--- src/rtl/hbc_pkg.sv ---
package hbc_pkg;
  typedef enum logic [2:0] {
    MS_IDLE,
    MS_WAIT,
    MS_HIGH,
    MS_LOW,
    MS_DONE
  } meas_st_e;
endpackage

--- src/rtl/hbc_measure.sv ---
module hbc_measure
  import hbc_pkg::*;
#(
  parameter int CNT_W = 20
) (
  input  logic             clk,
  input  logic             rst_n,
  input  logic             line_i,
  input  logic             arm_i,
  input  logic             frame_end_i,
  output logic [CNT_W-1:0] hi_o,
  output logic [CNT_W-1:0] tot_o,
  output logic             complete_o,
  output logic             sat_o
);
  localparam logic [CNT_W-1:0] CMAX = {CNT_W{1'b1}};

  meas_st_e         st_q, st_d;
  logic [CNT_W-1:0] hi_q, hi_d, tot_q, tot_d;
  logic             sat_q, sat_d, prev_q;
  logic             rise;

  assign rise = line_i & ~prev_q;

  always_comb begin
    st_d  = st_q;
    hi_d  = hi_q;
    tot_d = tot_q;
    sat_d = sat_q;
    if (arm_i) begin
      st_d  = MS_WAIT;
      hi_d  = '0;
      tot_d = '0;
      sat_d = 1'b0;
    end else if (frame_end_i) begin
      st_d = MS_IDLE;
    end else begin
      case (st_q)
        MS_WAIT: if (rise) begin
          st_d  = MS_HIGH;
          hi_d  = CNT_W'(1);
          tot_d = CNT_W'(1);
        end
        MS_HIGH: begin
          if (tot_q == CMAX) sat_d = 1'b1;
          else               tot_d = tot_q + 1'b1;
          if (line_i) begin
            if (hi_q == CMAX) sat_d = 1'b1;
            else              hi_d  = hi_q + 1'b1;
          end else begin
            st_d = MS_LOW;
          end
        end
        MS_LOW: begin
          if (line_i) st_d = MS_DONE;
          else if (tot_q == CMAX) sat_d = 1'b1;
          else tot_d = tot_q + 1'b1;
        end
        default: ;
      endcase
    end
  end

  always_ff @(posedge clk or negedge rst_n) begin
    if (!rst_n) begin
      st_q   <= MS_IDLE;
      hi_q   <= '0;
      tot_q  <= '0;
      sat_q  <= 1'b0;
      prev_q <= 1'b0;
    end else begin
      st_q   <= st_d;
      hi_q   <= hi_d;
      tot_q  <= tot_d;
      sat_q  <= sat_d;
      prev_q <= line_i;
    end
  end

  assign hi_o       = hi_q;
  assign tot_o      = tot_q;
  assign complete_o = (st_q == MS_DONE);
  assign sat_o      = sat_q;

  a_r10_arm_restart: assert property (@(posedge clk) disable iff (!rst_n)
    arm_i |=> (st_q == MS_WAIT && hi_q == '0 && tot_q == '0 && !sat_q));
  a_r3_total_exceeds_high: assert property (@(posedge clk) disable iff (!rst_n)
    (complete_o && !sat_q) |-> (hi_q != '0 && tot_q > hi_q));
  a_r7_sat_sticky: assert property (@(posedge clk) disable iff (!rst_n)
    (sat_q && !arm_i) |=> sat_q);
endmodule

--- src/rtl/hbc_div.sv ---
module hbc_div #(
  parameter int W = 20
) (
  input  logic         clk,
  input  logic         rst_n,
  input  logic         start_i,
  input  logic [W-1:0] dividend_i,
  input  logic         by3_i,
  output logic         busy_o,
  output logic         done_o,
  output logic [W-1:0] quo_o
);
  localparam int CW = $clog2(W + 1);

  logic          busy_q, busy_d, done_q, done_d, by3_q, by3_d;
  logic [CW-1:0] cnt_q, cnt_d;
  logic [1:0]    rem_q, rem_d;
  logic [W-1:0]  quo_q, quo_d, dvd_q, dvd_d;
  logic [2:0]    trial, dv;
  logic          ge;

  assign trial = {rem_q, quo_q[W-1]};
  assign dv    = by3_q ? 3'd3 : 3'd2;
  assign ge    = (trial >= dv);

  always_comb begin
    busy_d = busy_q;
    done_d = 1'b0;
    by3_d  = by3_q;
    cnt_d  = cnt_q;
    rem_d  = rem_q;
    quo_d  = quo_q;
    dvd_d  = dvd_q;
    if (start_i && !busy_q) begin
      busy_d = 1'b1;
      cnt_d  = CW'(W);
      rem_d  = 2'd0;
      quo_d  = dividend_i;
      dvd_d  = dividend_i;
      by3_d  = by3_i;
    end else if (busy_q) begin
      rem_d = ge ? 2'(trial - dv) : trial[1:0];
      quo_d = {quo_q[W-2:0], ge};
      cnt_d = cnt_q - 1'b1;
      if (cnt_q == CW'(1)) begin
        busy_d = 1'b0;
        done_d = 1'b1;
      end
    end
  end

  always_ff @(posedge clk or negedge rst_n) begin
    if (!rst_n) begin
      busy_q <= 1'b0;
      done_q <= 1'b0;
      by3_q  <= 1'b0;
      cnt_q  <= '0;
      rem_q  <= '0;
      quo_q  <= '0;
      dvd_q  <= '0;
    end else begin
      busy_q <= busy_d;
      done_q <= done_d;
      by3_q  <= by3_d;
      cnt_q  <= cnt_d;
      rem_q  <= rem_d;
      quo_q  <= quo_d;
      dvd_q  <= dvd_d;
    end
  end

  assign busy_o = busy_q;
  assign done_o = done_q;
  assign quo_o  = quo_q;

  // the quotient and remainder reconstruct the latched dividend
  a_r4_quot_exact: assert property (@(posedge clk) disable iff (!rst_n)
    done_q |-> (({2'b00, quo_q} * (W+2)'(dv) + (W+2)'(rem_q)) == {2'b00, dvd_q}
                && {1'b0, rem_q} < dv));
  a_r9_ignore_busy: assert property (@(posedge clk) disable iff (!rst_n)
    (busy_q && start_i) |=> ($stable(dvd_q) && $stable(by3_q)));
endmodule

--- src/rtl/halfbit_cal.sv ---
module halfbit_cal #(
  parameter int CLK_HZ    = 125_000_000,
  parameter int SAMPLE_HZ = 2400,
  parameter int CNT_W     = 20
) (
  input  logic             clk,
  input  logic             rst_n,
  input  logic             line_i,
  input  logic             arm_i,
  input  logic             frame_end_i,
  output logic [CNT_W-1:0] te_o,
  output logic             te_valid_o
);
  localparam int CMP_W = CNT_W + 2;
  localparam logic [CNT_W-1:0] TE_NOM = CNT_W'(CLK_HZ / SAMPLE_HZ);

  logic [CNT_W-1:0] hi, tot, quo;
  logic             complete, sat, busy, done;
  logic [CMP_W-1:0] lo_x2, hi_x3;
  logic             by3, start;
  logic [CNT_W-1:0] te_q, te_d;
  logic             vld_q;

  hbc_measure #(.CNT_W(CNT_W)) u_meas (
    .clk(clk), .rst_n(rst_n), .line_i(line_i), .arm_i(arm_i),
    .frame_end_i(frame_end_i), .hi_o(hi), .tot_o(tot),
    .complete_o(complete), .sat_o(sat)
  );

  assign lo_x2 = {1'b0, (tot - hi), 1'b0};
  assign hi_x3 = CMP_W'(hi) + {1'b0, hi, 1'b0};
  assign by3   = (lo_x2 > hi_x3);
  assign start = frame_end_i & complete & ~sat;

  hbc_div #(.W(CNT_W)) u_div (
    .clk(clk), .rst_n(rst_n), .start_i(start), .dividend_i(tot),
    .by3_i(by3), .busy_o(busy), .done_o(done), .quo_o(quo)
  );

  always_comb begin
    te_d = te_q;
    if (done) te_d = quo;
  end

  always_ff @(posedge clk or negedge rst_n) begin
    if (!rst_n) begin
      te_q  <= TE_NOM;
      vld_q <= 1'b0;
    end else begin
      te_q  <= te_d;
      vld_q <= done;
    end
  end

  assign te_o       = te_q;
  assign te_valid_o = vld_q;

  a_r6_te_hold: assert property (@(posedge clk) disable iff (!rst_n)
    !te_valid_o |-> $stable(te_o));
  a_r6_single_pulse: assert property (@(posedge clk) disable iff (!rst_n)
    te_valid_o |=> !te_valid_o);
  a_r9_busy_on_start: assert property (@(posedge clk) disable iff (!rst_n)
    (start && !busy) |=> busy);
endmodule

--- config.mk ---
export PLATFORM = sky130hd
export DESIGN_NAME = halfbit_cal
export DESIGN_NICKNAME = d
export VERILOG_FILES = /design/src/rtl/hbc_pkg.sv /design/src/rtl/hbc_measure.sv /design/src/rtl/hbc_div.sv /design/src/rtl/halfbit_cal.sv
export SDC_FILE = /design/constraint.sdc
export NUM_CORES = 1
export LEC_CHECK = 0
export BUFFER_PORTS_ARGS = -buffer_cell sky130_fd_sc_hd__buf_2
export CAP_MARGIN = 20
export CORE_MARGIN = 8
export CORE_UTILIZATION = 63
export DETAILED_ROUTE_END_ITERATION = 8
export PLACE_DENSITY_LB_ADDON = 0.25
export REMOVE_ABC_BUFFERS = 1
export SKIP_CTS_REPAIR_TIMING = 1
export SYNTH_ARGS = -nofsm -noshare
export SYNTH_HDL_FRONTEND = slang
export SYNTH_SLANG_ARGS = --single-unit
--- constraint.sdc ---
create_clock -name clk -period 4.3 [get_ports clk]
set_input_delay 0.215 -clock clk [delete_from_list [all_inputs] [get_ports clk]]
set_output_delay 0.215 -clock clk [all_outputs]
set_load 0.05 [all_outputs]
==> flow_metrics.py, run 1 <==
metrics = {
    "outcome": {
        "status": "completed",
    },
    "floorplanning": {
        "fp.dieH_microns": 122,
        "ios": 26,
        "start_util": 0.648,
        "die_area_sq_um": 14800,
        "placementRows": 38,
        "die_w_microns": 122,
        "core_area_sq_um": 10900,
    },
    "synth": {
        "synth.cell_area_sq_um": 7050,
        "ys_ff_latch": 96,
        "synthesis.area_per_instance_sq_um": 9.19,
        "async_flop_share": 1.00,
        "synth.distinct_cells": 75,
        "yosys_warnings": 0,
        "synth_commonest_cells": "dfrtp_1 (86), nand2_1 (70), ha_1 (62)",
        "yosys_most_used_dff": "dfrtp_1",
        "synth_most_common_cell": "dfrtp_1",
        "yosysTopAreaCellShare": 0.305,
        "ys_top_cells_by_area": "dfrtp_1 (31%), ha_1 (11%), xnor2_1 (4.7%)",
        "synth_edf_count": 0,
        "syn_inst": 767,
        "synth_area_leader_cell": "dfrtp_1",
        "seq_area_frac_synth": 0.343,
    },
    "layout": {
        "instances_no_fill": 927,
        "final_area_sq_um": 7500,
        "syn2layout_area_growth_pct": 6.42,
        "multi_input_area_sq_um": 4380,
        "fillers": 840,
        "layout.nets": 851,
        "regArea_sq_um": 2410,
        "num_antenna_cells": 0,
        "drive_gt1_frac": 0.131,
        "final_core_util": 0.689,
    },
    "grt": {
        "antenna_found_initial": 0,
        "grt_pass1_vias": 5781,
        "grt_pass1_wl_microns": 27900,
        "grt_usage": 0.231,
        "grt_max_degree": 65,
        "overflow": 0,
    },
    "clocking": {
        "clk_latency_ps": 390,
        "cts_tree": "done",
        "clockBufferDepth": 2,
        "cts-buffers-inserted": 9,
        "cts_root_buffer": "clkbuf_8",
        "clk_pin_slew_ps": 110,
        "clock_sinks": 96,
        "h-tree-depth": 3,
    },
    "place": {
        "gp_congestion": 0.935,
        "dp_cells": 910,
        "portBuffers": 25,
        "post_dp_cell_area_sq_um": 7270,
        "dp_hpwl_microns": 12600,
    },
    "critical_path": {
        "reg2reg_depth": 16,
        "cp-start-kind": "flop",
        "worstPathRequired_ps": 4580,
        "crit_fanout": 8,
        "critical_path_arrival_ps": 4330,
        "critical_path_class": "reg2reg",
        "cp-end-kind": "flop",
    },
    "timing": {
        "slew_viol_final": 0,
        "hold_violations": 0,
        "fin_tns_setup_ps": 0,
        "relSlewSlack": 0.381,
        "fin_skew_ps": 12.3,
        "period_share": 0.942,
        "timing.final.setup_violations": 0,
        "fmax_mhz": 247,
        "worst_slew_pin_slew_ps": 928,
        "period_minus_slack_ps": 4050,
    },
    "power_and_ir_drop": {
        "p_leak_nw": 3.25,
        "p_total_mw": 2.34,
        "powerDensity_nw_per_um2": 312,
        "vdd_drop_max_v": 0.000340,
    },
    "detailed_routing": {
        "route.detailed.drc": 0,
        "drt_iter0_markers": 507,
        "routed_wl_microns": 16800,
        "via_per_inst": 6.31,
        "routedWlPerCell_microns": 18.1,
        "dr.pass1.iters": 5,
        "ant_nets": 0,
        "num_vias": 5848,
    },
    "min_path": {
        "min_path_type": "in2reg",
        "holdPathStages": 2,
    },
    "run": {
        "cap_violations": 0,
    },
}
-- placed cells by master (no fill, tap or decap), drive strengths merged, types with 23 or more instances in the layout --
| cell | instances |
|---|---|
| a21oi | 51 |
| o21ai | 47 |
| dfrtp | 86 |
| nor2 | 57 |
| nand3 | 29 |
| xor2 | 24 |
| ha | 62 |
| buf | 29 |
| inv | 41 |
| nor3 | 23 |
| nand2 | 70 |
| xnor2 | 38 |
| mux2i | 23 |
-- report_power, final --
group	leakage, nW	total [mW]	internal (mW)	switching [mW]
Combinational	1.89	0.497	0.193	0.303
Clock	0.113	0.665	0.311	0.354
Sequential	1.24	1.18	1.05	0.124
Total	3.25	2.34	1.56	0.781
-- kinds of logic (layout without fill, tap and decap cells) --
group                      Yosys count  count (layout)  share of synthesized area
xor gates and xnor gates            62              62                     0.0770
adders and majority gates           64              64                      0.116
and+or+nand+nor                    253             253                      0.181
buffers and inverters               63              83                     0.0378
DFF                                 96              96                      0.343
AOI/OAI and AO/OA                  185             185                      0.180
muxes                               44              44                     0.0662
-- final timing paths --
check                                            from                     endpoint  slack, ps
setup / recovery           u_meas.hi_o[0]$_DFFE_PN0P_      u_div.by3_q$_DFFE_PN0P_        250
hold / removal                            frame_end_i   u_meas.st_q[2]$_DFFE_PN0P_         30
setup reg to reg           u_meas.hi_o[0]$_DFFE_PN0P_      u_div.by3_q$_DFFE_PN0P_        250
hold reg to reg            u_div.quo_o[3]$_DFFE_PN0P_   u_div.quo_o[4]$_DFFE_PN0P_        520
max in group asynchronous                       rst_n          te_o[1]$_DFFE_PN1P_       2850
min in group asynchronous                       rst_n  u_meas.hi_o[15]$_DFFE_PN0P_        470
-- per-stage QoR --
stage | hold WS, ps | setup WS (ps)
final | 25.5 | 249
after global routing | 20.2 | -17.4
after CTS | -55.3 | 305
after detailed placement | 360 | 330
after global placement | 341 | 448
after floorplan | -80.6 | 703
-- area by class of cell --
class                           instances  share of cell area
Clock buffer                           11              0.0202
Clock inverter                          5             0.00900
Inverter                               37              0.0185
Multi-Input combinational cell        608               0.584
Sequential cell                        96               0.322
Tap cell                              140              0.0233
Timing Repair Buffer                   30              0.0233
-- critical path: stages, from the launching register on --
cell,delay [ps]
dfrtp_1,480
ha_1,310
inv_1,100
fa_1,420
nor2b_1,160
o2111ai_1,150
a31o_2,310
a2111oi_1,460
or2_2,200
xnor2_1,60
ha_1,300
nand4_1,140
nor4_2,350
a22oi_1,170
nand3_1,110
nor3_1,50
a221oi_1,210
-- layer usage --
metal	wire [microns]	GRT usage	part of all wire
met4	522	0.103	0.031
met2	8120	0.385	0.48
met5	0	0	0
met1	7330	0.284	0.44
met3	832	0.0477	0.050
-- registers in the layout, summed over array words and instances, names as in the netlist --
signal,cells
te_o,20
te_valid_o,1
u_div.busy_o,1
u_div.by3_q,1
u_div.cnt_q,5
u_div.done_o,1
u_div.quo_o,20
u_div.rem_q,2
u_meas.hi_o,20
u_meas.prev_q,1
u_meas.sat_o,1
u_meas.st_q,3
u_meas.tot_o,20
(Power assumes the default switching activity.)
==> run 2, diff against run 1 <==
--- a/config.mk
+++ b/config.mk
@@ -10,7 +10,7 @@
 export CORE_MARGIN = 8
 export CORE_UTILIZATION = 63
 export DETAILED_ROUTE_END_ITERATION = 8
-export PLACE_DENSITY_LB_ADDON = 0.25
+export PLACE_DENSITY = 0.89
 export REMOVE_ABC_BUFFERS = 1
 export SKIP_CTS_REPAIR_TIMING = 1
 export SYNTH_ARGS = -nofsm -noshare
==> flow_metrics.py, run 2 (synthesis results as in run 1) <==
metrics = {
    "power_and_ir_drop": {
        "p_sw_frac": 0.340,
        "combPwrFrac": 0.219,
        "p_clk_frac": 0.257,
        "p_switching_mw": 0.763,
        "vdd_drop_max_v": 0.000403,
        "intPower_mw": 1.48,
        "p_total_mw": 2.24,
        "pwr-share-seq": 0.524,
        "powerDensity_nw_per_um2": 300,
        "p_leak_nw": 3.24,
    },
    "detailed_routing": {
        "route.detailed.drc": 0,
        "routed_wl_microns": 16400,
        "num_vias": 5964,
        "routedWlPerCell_microns": 17.6,
        "drt_iter0_markers": 543,
        "ant_nets": 0,
        "via_per_inst": 6.43,
        "dr.pass1.iters": 5,
    },
    "floorplanning": {
        "die_w_microns": 122,
        "ios": 26,
        "die_area_sq_um": 14800,
        "start_util": 0.648,
        "placementRows": 38,
        "core_area_sq_um": 10900,
        "fp.dieH_microns": 122,
    },
    "timing": {
        "slew_viol_final": 0,
        "worst_slew_pin_slew_ps": 873,
        "period_minus_slack_ps": 4030,
        "hold_violations": 0,
        "relSlewSlack": 0.418,
        "fmax_mhz": 248,
        "grt_setup_unrepaired": "no",
        "fin_tns_setup_ps": 0,
        "fin_skew_ps": 7.90,
        "period_share": 0.938,
        "timing.final.setup_violations": 0,
    },
    "clocking": {
        "h-tree-depth": 3,
        "clk_latency_ps": 380,
        "cts-buffers-inserted": 9,
        "clk_pin_slew_ps": 100,
        "clock_sinks": 96,
        "clockBufferDepth": 2,
        "cts_tree": "done",
        "cts_root_buffer": "clkbuf_8",
    },
    "grt": {
        "grt_usage": 0.229,
        "grt_max_degree": 57,
        "grt_pass1_wl_microns": 27700,
        "antenna_found_initial": 0,
        "grt_pass1_vias": 5862,
        "overflow": 0,
    },
    "layout": {
        "drive_gt1_frac": 0.132,
        "layout.nets": 852,
        "final_common_cell": "dfrtp_1",
        "num_antenna_cells": 0,
        "syn2layout_area_growth_pct": 6.18,
        "most-common-layout-cells": "dfrtp_1 (85), nand2_1 (70), ha_1 (62), nor2_1 (56), a21oi_1 (50)",
    },
    "critical_path": {
        "critical_path_class": "reg2reg",
        "cp-start-kind": "flop",
        "crit_fanout": 8,
        "critical_path_arrival_ps": 4320,
        "worstPathRequired_ps": 4590,
        "cp-end-kind": "flop",
    },
    "outcome": {
        "status": "completed",
    },
    "place": {
        "dp_hpwl_microns": 12500,
        "gp_congestion": 0.969,
        "portBuffers": 25,
    },
    "run": {
        "cap_violations": 0,
    },
    "min_path": {
        "min_path_type": "in2reg",
    },
}
-- run 2: worst paths after layout --
kind	endpoint	slack [ps]	cells after the start	start
max	u_div.by3_q$_DFFE_PN0P_	270	16	u_meas.hi_o[0]$_DFFE_PN0P_
min in group asynchronous	u_meas.hi_o[5]$_DFFE_PN0P_	420	2	rst_n
min	u_meas.st_q[2]$_DFFE_PN0P_	30	2	frame_end_i
min reg2reg	te_o[17]$_DFFE_PN0P_	510	1	te_o[17]$_DFFE_PN0P_
max in group asynchronous	te_o[15]$_DFFE_PN1P_	2870	3	rst_n
max reg2reg	u_div.by3_q$_DFFE_PN0P_	270	16	u_meas.hi_o[0]$_DFFE_PN0P_
-- run 2: per-stage QoR --
stage | setup WS, ps | hold slack, ps | area, sq um | util | std cells
after CTS | 224 | -104 | 7470 | 0.686 | 927
final | 268 | 27.0 | 7490 | 0.688 | 928
after global placement | 463 | 312 | 7260 | 0.667 | 910
after floorplan | 703 | -80.6 | 6920 | - | 741
after detailed placement | 251 | 319 | 7290 | 0.669 | 911
after global routing | 4.76 | 22.8 | 7490 | 0.688 | 928
-- run 2: area by class of cell --
cell class              count  area, sq um
flip-flops and latches     96         2420
well taps                 140          175
clock inverters             6         48.8
fillers                   831         3400
inverters                  37          139
repair buffers             31          195
multi-input cells         608         4370
clock buffers              10          138
-- run 2: power by group through the flow --
stage | clock network (mW) | registers [mW] | logic (mW)
global route | 0.621 | 1.20 | 0.548
floorplan | 0 | 1.23 | 0.293
global placement | 0 | 1.18 | 0.458
finish | 0.577 | 1.18 | 0.492
detailed placement | 0 | 1.19 | 0.490
CTS | 0.586 | 1.17 | 0.492
-- run 2: metal layers --
metal | global-route usage | share of wire | vias up
met4 | 0.111 | 0.038 | 0
li1 | - | - | 2816
met1 | 0.284 | 0.44 | 2906
met5 | 0 | 0 | -
met2 | 0.374 | 0.48 | 191
met3 | 0.0486 | 0.050 | 51
-- run 2: worst max-delay path: stages, from the launching register on --
cell and delay [ps]:
dfrtp_2 450, ha_1 290, inv_1 100, fa_1 410
nor2b_1 160, o2111ai_1 150, a31o_2 300, a21o_1 230
o211a_1 240, a211o_1 270, ha_1 300, nand2_1 100
nor4_1 390, a22oi_1 170, nand3_1 120, nor3_1 60
a221oi_1 190
